--- src/rtl/can_tq_pkg.sv ---
package can_tq_pkg;
  localparam int SEL_W       = 3;  // width of the pre-divider select code
  localparam int PRE_MAX_LOG = 4;  // largest pre-divider ratio is 2**PRE_MAX_LOG
  localparam int BRP_W       = 4;  // width of the prescaler value P

  // A select code is valid when it names a ratio from 1 up to 2**PRE_MAX_LOG.
  function automatic logic sel_valid(input logic [SEL_W-1:0] s);
    return s <= SEL_W'(PRE_MAX_LOG);
  endfunction

  // Wrap value of the pre-divider counter; an undefined code falls back to divide-by-1.
  function automatic logic [PRE_MAX_LOG-1:0] pre_limit(input logic [SEL_W-1:0] s);
    logic [PRE_MAX_LOG:0] one;
    logic [PRE_MAX_LOG:0] tmp;
    one = (PRE_MAX_LOG+1)'(1);
    if (!sel_valid(s)) begin
      tmp = '0;
    end else begin
      tmp = (one << s) - one;
    end
    return tmp[PRE_MAX_LOG-1:0];
  endfunction
endpackage

--- src/rtl/can_tq_rst_sync.sv ---
module can_tq_rst_sync #(
  parameter int STAGES = 2
) (
  input  logic clk_i,
  input  logic rst_ni,
  output logic rst_no
);
  logic [STAGES-1:0] sync_q;

  // Assertion is asynchronous; release moves through the flop chain.
  always_ff @(posedge clk_i or negedge rst_ni) begin
    if (!rst_ni) begin
      sync_q <= '0;
    end else begin
      sync_q <= {sync_q[STAGES-2:0], 1'b1};
    end
  end

  assign rst_no = sync_q[STAGES-1];
endmodule

--- src/rtl/can_tq_div_stage.sv ---
module can_tq_div_stage #(
  parameter int CNT_W = 4
) (
  input  logic             clk_i,
  input  logic             rst_ni,
  input  logic             clr_i,
  input  logic             en_i,
  input  logic [CNT_W-1:0] lim_i,
  output logic             en_o
);
  logic [CNT_W-1:0] cnt_q;
  logic [CNT_W-1:0] cnt_d;
  logic             wrap;

  assign wrap = (cnt_q == lim_i);

  always_comb begin
    cnt_d = cnt_q;
    if (clr_i) begin
      cnt_d = '0;
    end else if (en_i) begin
      cnt_d = wrap ? '0 : cnt_q + CNT_W'(1);
    end
  end

  always_ff @(posedge clk_i or negedge rst_ni) begin
    if (!rst_ni) begin
      cnt_q <= '0;
    end else begin
      cnt_q <= cnt_d;
    end
  end

  assign en_o = en_i && !clr_i && wrap;

  // The limit changes only together with a clear, so the count never passes it.
  assert_cnt_in_range_R3: assert property (@(posedge clk_i) disable iff (!rst_ni)
    cnt_q <= lim_i);
  // This stage can fire only on a cycle in which the stage before it fires.
  assert_chain_order_R4: assert property (@(posedge clk_i) disable iff (!rst_ni)
    en_o |-> en_i);
  // A clear leaves the counter at zero on the next cycle.
  assert_clear_zero_R6: assert property (@(posedge clk_i) disable iff (!rst_ni)
    clr_i |=> (cnt_q == '0));
endmodule

--- src/rtl/can_tq_prescaler.sv ---
module can_tq_prescaler
  import can_tq_pkg::*;
(
  input  logic             clk_i,
  input  logic             rst_ni,
  input  logic             restart_i,
  input  logic [SEL_W-1:0] div_sel_i,
  input  logic [BRP_W-1:0] brp_i,
  output logic             tq_en_o,
  output logic             cfg_err_o
);
  localparam int HALF_W = 1;

  logic             rst_n_int;
  logic [SEL_W-1:0] sel_q, sel_d;
  logic [BRP_W-1:0] brp_q, brp_d;
  logic             pre_en, brp_en, half_en;

  can_tq_rst_sync #(.STAGES(2)) u_rst_sync (
    .clk_i  (clk_i),
    .rst_ni (rst_ni),
    .rst_no (rst_n_int)
  );

  // The setting is captured only on restart.
  always_comb begin
    sel_d = sel_q;
    brp_d = brp_q;
    if (restart_i) begin
      sel_d = div_sel_i;
      brp_d = brp_i;
    end
  end

  always_ff @(posedge clk_i or negedge rst_n_int) begin
    if (!rst_n_int) begin
      sel_q <= '0;
      brp_q <= '0;
    end else begin
      sel_q <= sel_d;
      brp_q <= brp_d;
    end
  end

  // Stage 1: power-of-two pre-divider.
  can_tq_div_stage #(.CNT_W(PRE_MAX_LOG)) u_pre (
    .clk_i  (clk_i),
    .rst_ni (rst_n_int),
    .clr_i  (restart_i),
    .en_i   (1'b1),
    .lim_i  (pre_limit(sel_q)),
    .en_o   (pre_en)
  );

  // Stage 2: divide by P+1.
  can_tq_div_stage #(.CNT_W(BRP_W)) u_brp (
    .clk_i  (clk_i),
    .rst_ni (rst_n_int),
    .clr_i  (restart_i),
    .en_i   (pre_en),
    .lim_i  (brp_q),
    .en_o   (brp_en)
  );

  // Stage 3: fixed halving.
  can_tq_div_stage #(.CNT_W(HALF_W)) u_half (
    .clk_i  (clk_i),
    .rst_ni (rst_n_int),
    .clr_i  (restart_i),
    .en_i   (brp_en),
    .lim_i  (HALF_W'(1)),
    .en_o   (half_en)
  );

  assign tq_en_o   = half_en;
  assign cfg_err_o = !sel_valid(sel_q);

  assert_single_cycle_R5: assert property (@(posedge clk_i) disable iff (!rst_n_int)
    tq_en_o |=> !tq_en_o);
  assert_quiet_on_restart_R5: assert property (@(posedge clk_i) disable iff (!rst_n_int)
    restart_i |-> !tq_en_o);
  assert_hold_setting_R7: assert property (@(posedge clk_i) disable iff (!rst_n_int)
    !$past(restart_i) |-> ($stable(brp_q) && $stable(sel_q)));
  assert_err_stable_R8: assert property (@(posedge clk_i) disable iff (!rst_n_int)
    !$past(restart_i) |-> $stable(cfg_err_o));
  assert_reset_quiet_R1: assert property (@(posedge clk_i)
    !rst_n_int |-> (!tq_en_o && !cfg_err_o));
endmodule

--- config.mk ---
export PLATFORM = sky130hd
export DESIGN_NAME = can_tq_prescaler
export DESIGN_NICKNAME = d
export VERILOG_FILES = /design/src/rtl/can_tq_pkg.sv /design/src/rtl/can_tq_rst_sync.sv /design/src/rtl/can_tq_div_stage.sv /design/src/rtl/can_tq_prescaler.sv
export SDC_FILE = /design/constraint.sdc
export NUM_CORES = 1
export LEC_CHECK = 0
export BUFFER_PORTS_ARGS = -buffer_cell sky130_fd_sc_hd__buf_4
export CAP_MARGIN = 15
export CELL_PAD_IN_SITES_DETAIL_PLACEMENT = 2
export CELL_PAD_IN_SITES_GLOBAL_PLACEMENT = 2
export CORE_UTILIZATION = 33
export CTS_CLUSTER_SIZE = 8
export DETAILED_ROUTE_END_ITERATION = 8
export PLACE_DENSITY_LB_ADDON = 0.25
export SLEW_MARGIN = 20
export SYNTH_ARGS = -nofsm -noshare
export SYNTH_HDL_FRONTEND = slang
export SYNTH_SLANG_ARGS = --single-unit
--- constraint.sdc ---
create_clock -name clk_i -period 2 [get_ports clk_i]
set_input_delay 0.1 -clock clk_i [delete_from_list [all_inputs] [get_ports clk_i]]
set_output_delay 0.1 -clock clk_i [all_outputs]
set_load 0.05 [all_outputs]
==> results.json, run 1 <==
{
  "drc": 0,
  "cts-htree-levels": 1,
  "cp_top_family": "simple AND/OR/NAND/NOR gates",
  "start_kind": "flip-flop",
  "totalPowerFinal_uw": 1160,
  "tns_ns": -3.60,
  "period_minus_slack_ns": 2.66,
  "ir_drop_uv": 436,
  "max_cap_viol_count": 0,
  "area_growth_pct": 48.8,
  "syn_inst": 96,
  "num_rows": 19,
  "die-area_sq_um": 3290,
  "vias": 887,
  "hold_viol_final": 0,
  "switching_power_uw": 419,
  "pre_cts_slack_ns": -0.290,
  "worstPathCellList": "or2_4 -> inv_2 -> ha_4 -> inv_4 -> ha_4 -> xnor2_4 -> a21oi_2 -> o311ai_2 -> and3_1 -> and2_4 -> buf_8",
  "dieHeight_microns": 57.4,
  "slowest_delay_ns": 0.41,
  "grt-ovfl-total": 0,
  "clockBufferDepth": 2,
  "synthAdderAreaFrac_pct": 6.18,
  "grt_pass1_wl_microns": 5450,
  "fin_skew_ns": 0.00445,
  "drive_above_1_share_pct": 53.8,
  "maxSlewHeadroom_pct": 55.2,
  "rsz0062_at_grt": "yes",
  "synth_compound_area_share_pct": 11.1,
  "path_clk_slew_ns": 0.11,
  "ys_seq_elements": 18,
  "dpl.hpwl_microns": 2060,
  "synth_seq_area_share_pct": 44.5,
  "r2r_setup_slack_ns": -0.48,
  "syn_nets": 111,
  "crit_start": "sel_q[1]",
  "muxShareOfSynthArea_pct": 6.67,
  "critical_path_class": "flip-flop to output pin",
  "io_pins": 12,
  "end_kind": "output pin",
  "setup_viol": 10,
  "cp_num_cells": 11,
  "fillers": 278,
  "core_sq_um": 2830,
  "tightestPinTransition_ns": 0.666,
  "wl_per_cell_microns": 21.9,
  "insertion_delay_ns": 0.30,
  "synth-xor-area-share_pct": 7.79,
  "syn_area_per_cell_sq_um": 10.5,
  "fin_crit_sh_pct": 133,
  "crit-reg2reg-launch": "sel_q[1]",
  "layout.area.seq_sq_um": 450,
  "cts-root-buf": "clkbuf_4",
  "pwr-share-comb_pct": 41.2,
  "status": "finished, violations left",
  "synthSimpleGateAreaFrac_pct": 21.1,
  "finalWorstSetupSlack_ns": -0.661,
  "p_sw_share_pct": 36.1,
  "drt-initial-drc-count": 22,
  "r2r_cells": 11,
  "diodes": 0,
  "intPower_uw": 742,
  "synth_top_family_by_area": "simple AND/OR/NAND/NOR gates",
  "multi_input_area_sq_um": 691,
  "synth_edf_count": 0,
  "dr.pass1.iters": 3,
  "reg2reg_to": "u_half.cnt_q",
  "worst-path-buf-inv": 3,
  "crit_fanout": 4,
  "leakage_uw": 0.000674,
  "yosysWarnings": 0,
  "crit_path_frequent_cell": "ha_4",
  "io_buffers": 11,
  "cp.required_ns": 1.90,
  "cts_tree": "yes",
  "synth_area_sq_um": 1010,
  "powerDensity_nw_per_um2": 771,
  "antenna_found_initial": 0,
  "wl_microns": 3570,
  "slew_violations": 0,
  "cts.sinks": 18,
  "drtAntennaViolNets": 0,
  "crit_end": "tq_en_o",
  "async_flop_share_pct": 100,
  "power_frac_seq_pct": 38.4,
  "cts_buffers": 3,
  "violations": "negative setup slack",
  "grt_max_degree": 22,
  "die_x_microns": 57.4,
  "synth_cell_types": 32,
  "grt_usage_pct": 23.1,
  "hold_path_class": "input pin to flip-flop",
  "slowest_stage": "dfrtp_1",
  "via_per_inst": 5.44,
  "timing.fmax_ghz": 0.376,
  "power_frac_clock_pct": 20.4,
  "crit_arrival_ns": 2.56,
  "grt_pass1_vias": 1030,
  "hold_slack_ns": 0.0160,
  "fin_nets": 148,
  "start_util_pct": 35.8,
  "synth_flop_cell": "dfrtp_1",
  "place_congestion": 0.761
}
-- per-stage QoR --
step | instances | util [%] | cell area (sq um)
final | 163 | 53.3 | 1510
after global routing | 163 | 53.3 | 1510
after CTS | 161 | 51.5 | 1460
after detailed placement | 151 | 45.5 | 1290
after global placement | 151 | 45.5 | 1290
after floorplan | 96 | - | 1060
-- cell families after synthesis --
group / after synthesis
XOR/XNOR: 9
AND/OR/NAND/NOR: 34
multiplexers: 6
AO/OA/AOI/OAI: 17
flip-flops: 18
adder cells (fa/ha/maj): 5
buffers and inverters: 6
other: 1
-- per-layer routing --
metal	vias to the layer above	GRT usage (%)	share of wire, %
met5	-	0	0
met4	0	10.8	2.4
met3	8	2.95	2.4
met2	16	42.9	56
met1	451	25.9	39
li1	412	-	-
-- registers in the layout (all words and copies together) (netlist names) --
signal / count
u_half.cnt_q: 1
u_rst_sync.sync_q: 2
brp_q: 4
u_brp.cnt_q: 4
u_pre.cnt_q: 4
sel_q: 3
-- worst reg2reg max path: cells and delay by family, from the launching register on --
family          cells  cell delay (ns)
mux                 1             0.28
simple gates        2             0.52
fa+ha+maj           2             0.31
xor+xnor            1             0.17
compound gates      2             0.46
buf+inv             3             0.25
flops               1             0.41
-- power groups by stage --
stage | clock network [uW] | logic [uW] | registers [uW]
detailed placement | 0 | 352 | 447
global route | 251 | 507 | 451
floorplan | 0 | 207 | 438
CTS | 236 | 431 | 444
global placement | 0 | 328 | 444
finish | 237 | 478 | 445
-- timing repair --
item | CTS | global route
hold buffers | 1 | 0
buffers inserted | 5 | 3
endpoints found under the setup margin | 10 | 10
endpoints found under the hold margin | 2 | 0
pin swaps | 9 | 5
resized for setup | 20 | 5
-- synthesized netlist by cell type (3+ instances only) --
| master | n | area share, % |
|---|---|---|
| nor3_1 | 5 | 2.5 |
| xor2_1 | 7 | 6.1 |
| nand3_1 | 5 | 2.5 |
| a21oi_1 | 4 | 2.0 |
| nor3b_1 | 4 | 3.0 |
| nand2_1 | 3 | 1.1 |
| o21ai_0 | 6 | 3.0 |
| nor2_1 | 3 | 1.1 |
| nand2b_1 | 3 | 1.9 |
| ha_1 | 5 | 6.2 |
| dfrtp_1 | 18 | 44 |
| inv_1 | 4 | 1.5 |
| mux2_2 | 5 | 5.6 |
-- cell type report --
cell class,count,share of cell area [%]
Multi-Input combinational cell,72,45.8
Sequential cell,18,29.9
Tap cell,31,2.57
Timing Repair Buffer,34,18.1
Inverter,4,1.16
Clock buffer,4,2.41
-- cell usage in the layout, fill, tap and decap left out, drive strengths merged --
master,instances
buf,33
dfrtp,18
o21ai,8
xor2,7
mux2,6
nor3,6
nand3,5
ha,5
nor3b,4
a21oi,4
clkbuf,4
inv,4
nand2b,3
nor2,3
nand2,3
and3,2
nand4b,2
xnor2,2
or2,1
o21bai,1
and4b,1
nand3b,1
a211o,1
a311o,1
o311a,1
o311ai,1
nor4,1
nor2b,1
and2,1
dlygate4sd3,1
conb,1
-- how the worst min path moves through the flow --
stage            startpoint                   end  slack (ns)  cells after the start
3_3_place_gp         rst_ni  u_rst_sync.sync_q[1]       -0.12                      1
2_1_floorplan        rst_ni  u_rst_sync.sync_q[0]       -0.20                      0
3_5_place_dp         rst_ni  u_rst_sync.sync_q[0]       -0.12                      1
6_report           brp_i[1]              brp_q[1]        0.02                      2
5_1_grt            brp_i[2]              brp_q[2]        0.02                      2
4_1_cts        div_sel_i[1]              sel_q[1]        0.02                      3
No activity file was read; power rests on OpenSTA's default activity.
==> run 2, diff against run 1 <==
Settings changed: CORE_UTILIZATION 33 to 36, SETUP_SLACK_MARGIN set to 0.3.
Clock period 2 ns to 2.8 ns, I/O delays scaled along.
==> run 2 against run 1 <==
The flow now finishes without violations. Core utilization shrank 1.4 points. Clock skew rose by 0.0022 ns. Die area shrank 8.1%. Combinational power fell by 46%. Critical path type unchanged. Largest cell class unchanged.
==> results.json, run 2 (synthesis gave the netlist of run 1 again) <==
{
  "diodes": 0,
  "final_core_util_pct": 51.9,
  "hold_viol_final": 0,
  "layout.area.seq_sq_um": 452,
  "cts_tree": "yes",
  "crit_fanout": 3,
  "antenna_found_initial": 0,
  "dieHeight_microns": 55.0,
  "ir_drop_uv": 389,
  "drt-met1-wl_microns": 1260,
  "path_clk_slew_ns": 0.11,
  "wl_microns": 2830,
  "cts.sinks": 18,
  "fin_crit_sh_pct": 93.6,
  "min_from": "div_sel_i[2]",
  "drc": 0,
  "die_x_microns": 55.0,
  "leakage_uw": 0.000593,
  "status": "completed",
  "vias": 818,
  "area_growth_pct": 31.6,
  "drive_above_1_share_pct": 39.2,
  "rsz0062_at_grt": "yes",
  "routed.top_layer": "met4",
  "dr.pass1.iters": 1,
  "grt_max_degree": 22,
  "io_buffers": 11,
  "multi_input_area_sq_um": 612,
  "final_cell_mix": "buf_4, dfrtp_1, xor2_1, o21ai_0",
  "start_util_pct": 39.4,
  "crit-reg2reg-launch": "sel_q[0]",
  "grt-ovfl-total": 0,
  "critical_path_class": "flip-flop to output pin",
  "core_sq_um": 2570,
  "setup_viol": 0,
  "fillers": 270,
  "route.met3.wl_microns": 49,
  "cts-htree-levels": 1,
  "final_area_sq_um": 1330,
  "grt_pass1_vias": 903,
  "maxSlewHeadroom_pct": 55.4,
  "cts_buffers": 3,
  "num_rows": 18,
  "crit_arrival_ns": 2.48,
  "cp.required_ns": 2.66,
  "cts-root-buf": "clkbuf_4",
  "slew_violations": 0,
  "wl_met2_microns": 1450,
  "grt_usage_pct": 22.0,
  "end_kind": "output pin",
  "fin_nets": 136,
  "place_congestion": 0.712,
  "fin_skew_ns": 0.00664,
  "max_cap_viol_count": 0,
  "tightestPinTransition_ns": 0.669,
  "dpl.hpwl_microns": 1800,
  "via_per_inst": 5.45,
  "io_pins": 12,
  "die-area_sq_um": 3030,
  "insertion_delay_ns": 0.31,
  "drtAntennaViolNets": 0,
  "powerDensity_nw_per_um2": 556,
  "reg.largest.list": "brp_q: 4 flops, u_brp.cnt_q: 4 flops, u_pre.cnt_q: 4 flops",
  "grt_pass1_wl_microns": 4410,
  "hold_path_class": "input pin to flip-flop",
  "start_kind": "flip-flop",
  "wl_per_cell_microns": 18.8,
  "drt-initial-drc-count": 0,
  "layout_commonest_cell": "buf_4",
  "dpl_cell_area_sq_um": 1140,
  "timing.fmax_ghz": 0.381,
  "period_minus_slack_ns": 2.62,
  "crit_start": "sel_q[0]",
  "clockBufferDepth": 2
}
==> run 2: cell types whose count changed in the layout (fill, tap and decap cells not counted), moves of 2 or more <==
| cell | delta |
|---|---|
| buf_4 | -10 |
| nor3_1 | +4 |
| o21ai_2 | -4 |
| nor3_4 | -3 |
| a21oi_1 | +2 |
| a21oi_2 | -2 |
| buf_6 | -2 |
| o21ai_0 | +2 |
| o21ai_1 | +2 |
==> run 2: layout make-up <==
class                           count  area share (%)
Multi-Input combinational cell     72            45.9
Sequential cell                    18            33.9
Timing Repair Buffer               22            13.1
Tap cell                           30            2.82
Clock buffer                        4            2.72
Inverter                            4            1.50
==> run 2: what timing repair did <==
| item | CTS | global route |
|---|---|---|
| buffers inserted | 7 | 1 |
| gates cloned | 0 | 0 |
| endpoints found under the hold margin | 2 | 0 |
| gates resized for setup | 19 | 2 |
| pin swaps | 8 | 5 |
| hold buffers | 1 | 0 |
| setup endpoints to repair | 10 | 9 |
==> run 2: layer usage <==
metal  GRT usage [%]  vias to the layer above
li1                -                      389
met1            26.8                      413
met2            37.8                       10
met3            2.73                        6
met4            11.3                        0
met5               0                        -
==> run 2: worst max-delay path, cell delays in order (launching register included) <==
cell      delay [ns]
dfrtp_2         0.43
or2_4           0.25
inv_4           0.06
ha_4            0.14
and4b_4         0.25
nand2_2         0.05
a311o_1         0.38
o311ai_2        0.09
and3_1          0.23
and2_4          0.15
buf_8           0.13
==> run 2: where the power goes <==
part           switching, uW  internal (uW)  leakage, uW
registers               31.0            284     0.000228
logic                    134            123     0.000344
clock network           89.8           79.5    0.0000210
total                    255            486     0.000593
==> run 2: worst paths after layout <==
kind                                              to  slack [ns]  cells past startpoint
max in group asynchronous                   sel_q[0]        2.06                      0
worst max register to register          u_half.cnt_q        0.39                     10
worst max-delay path                         tq_en_o        0.18                     10
min in group asynchronous       u_rst_sync.sync_q[0]        0.15                      2
worst min register to register              brp_q[2]        0.28                      0
worst min-delay path                        sel_q[2]        0.05                      3
==> run 2: metrics by stage <==
stage          instances  worst slack, ns  hold WS (ns)  TNS, ns  total power (uW)
2_1_floorplan         96            0.311        -0.156        0               443
3_3_place_gp         137            0.205       -0.0780        0               492
3_5_place_dp         137          -0.0347       -0.0764  -0.0347               508
4_1_cts              149            0.151        0.0426        0               736
5_1_grt              150           0.0404        0.0441        0               782
6_report             150            0.178        0.0452        0               741
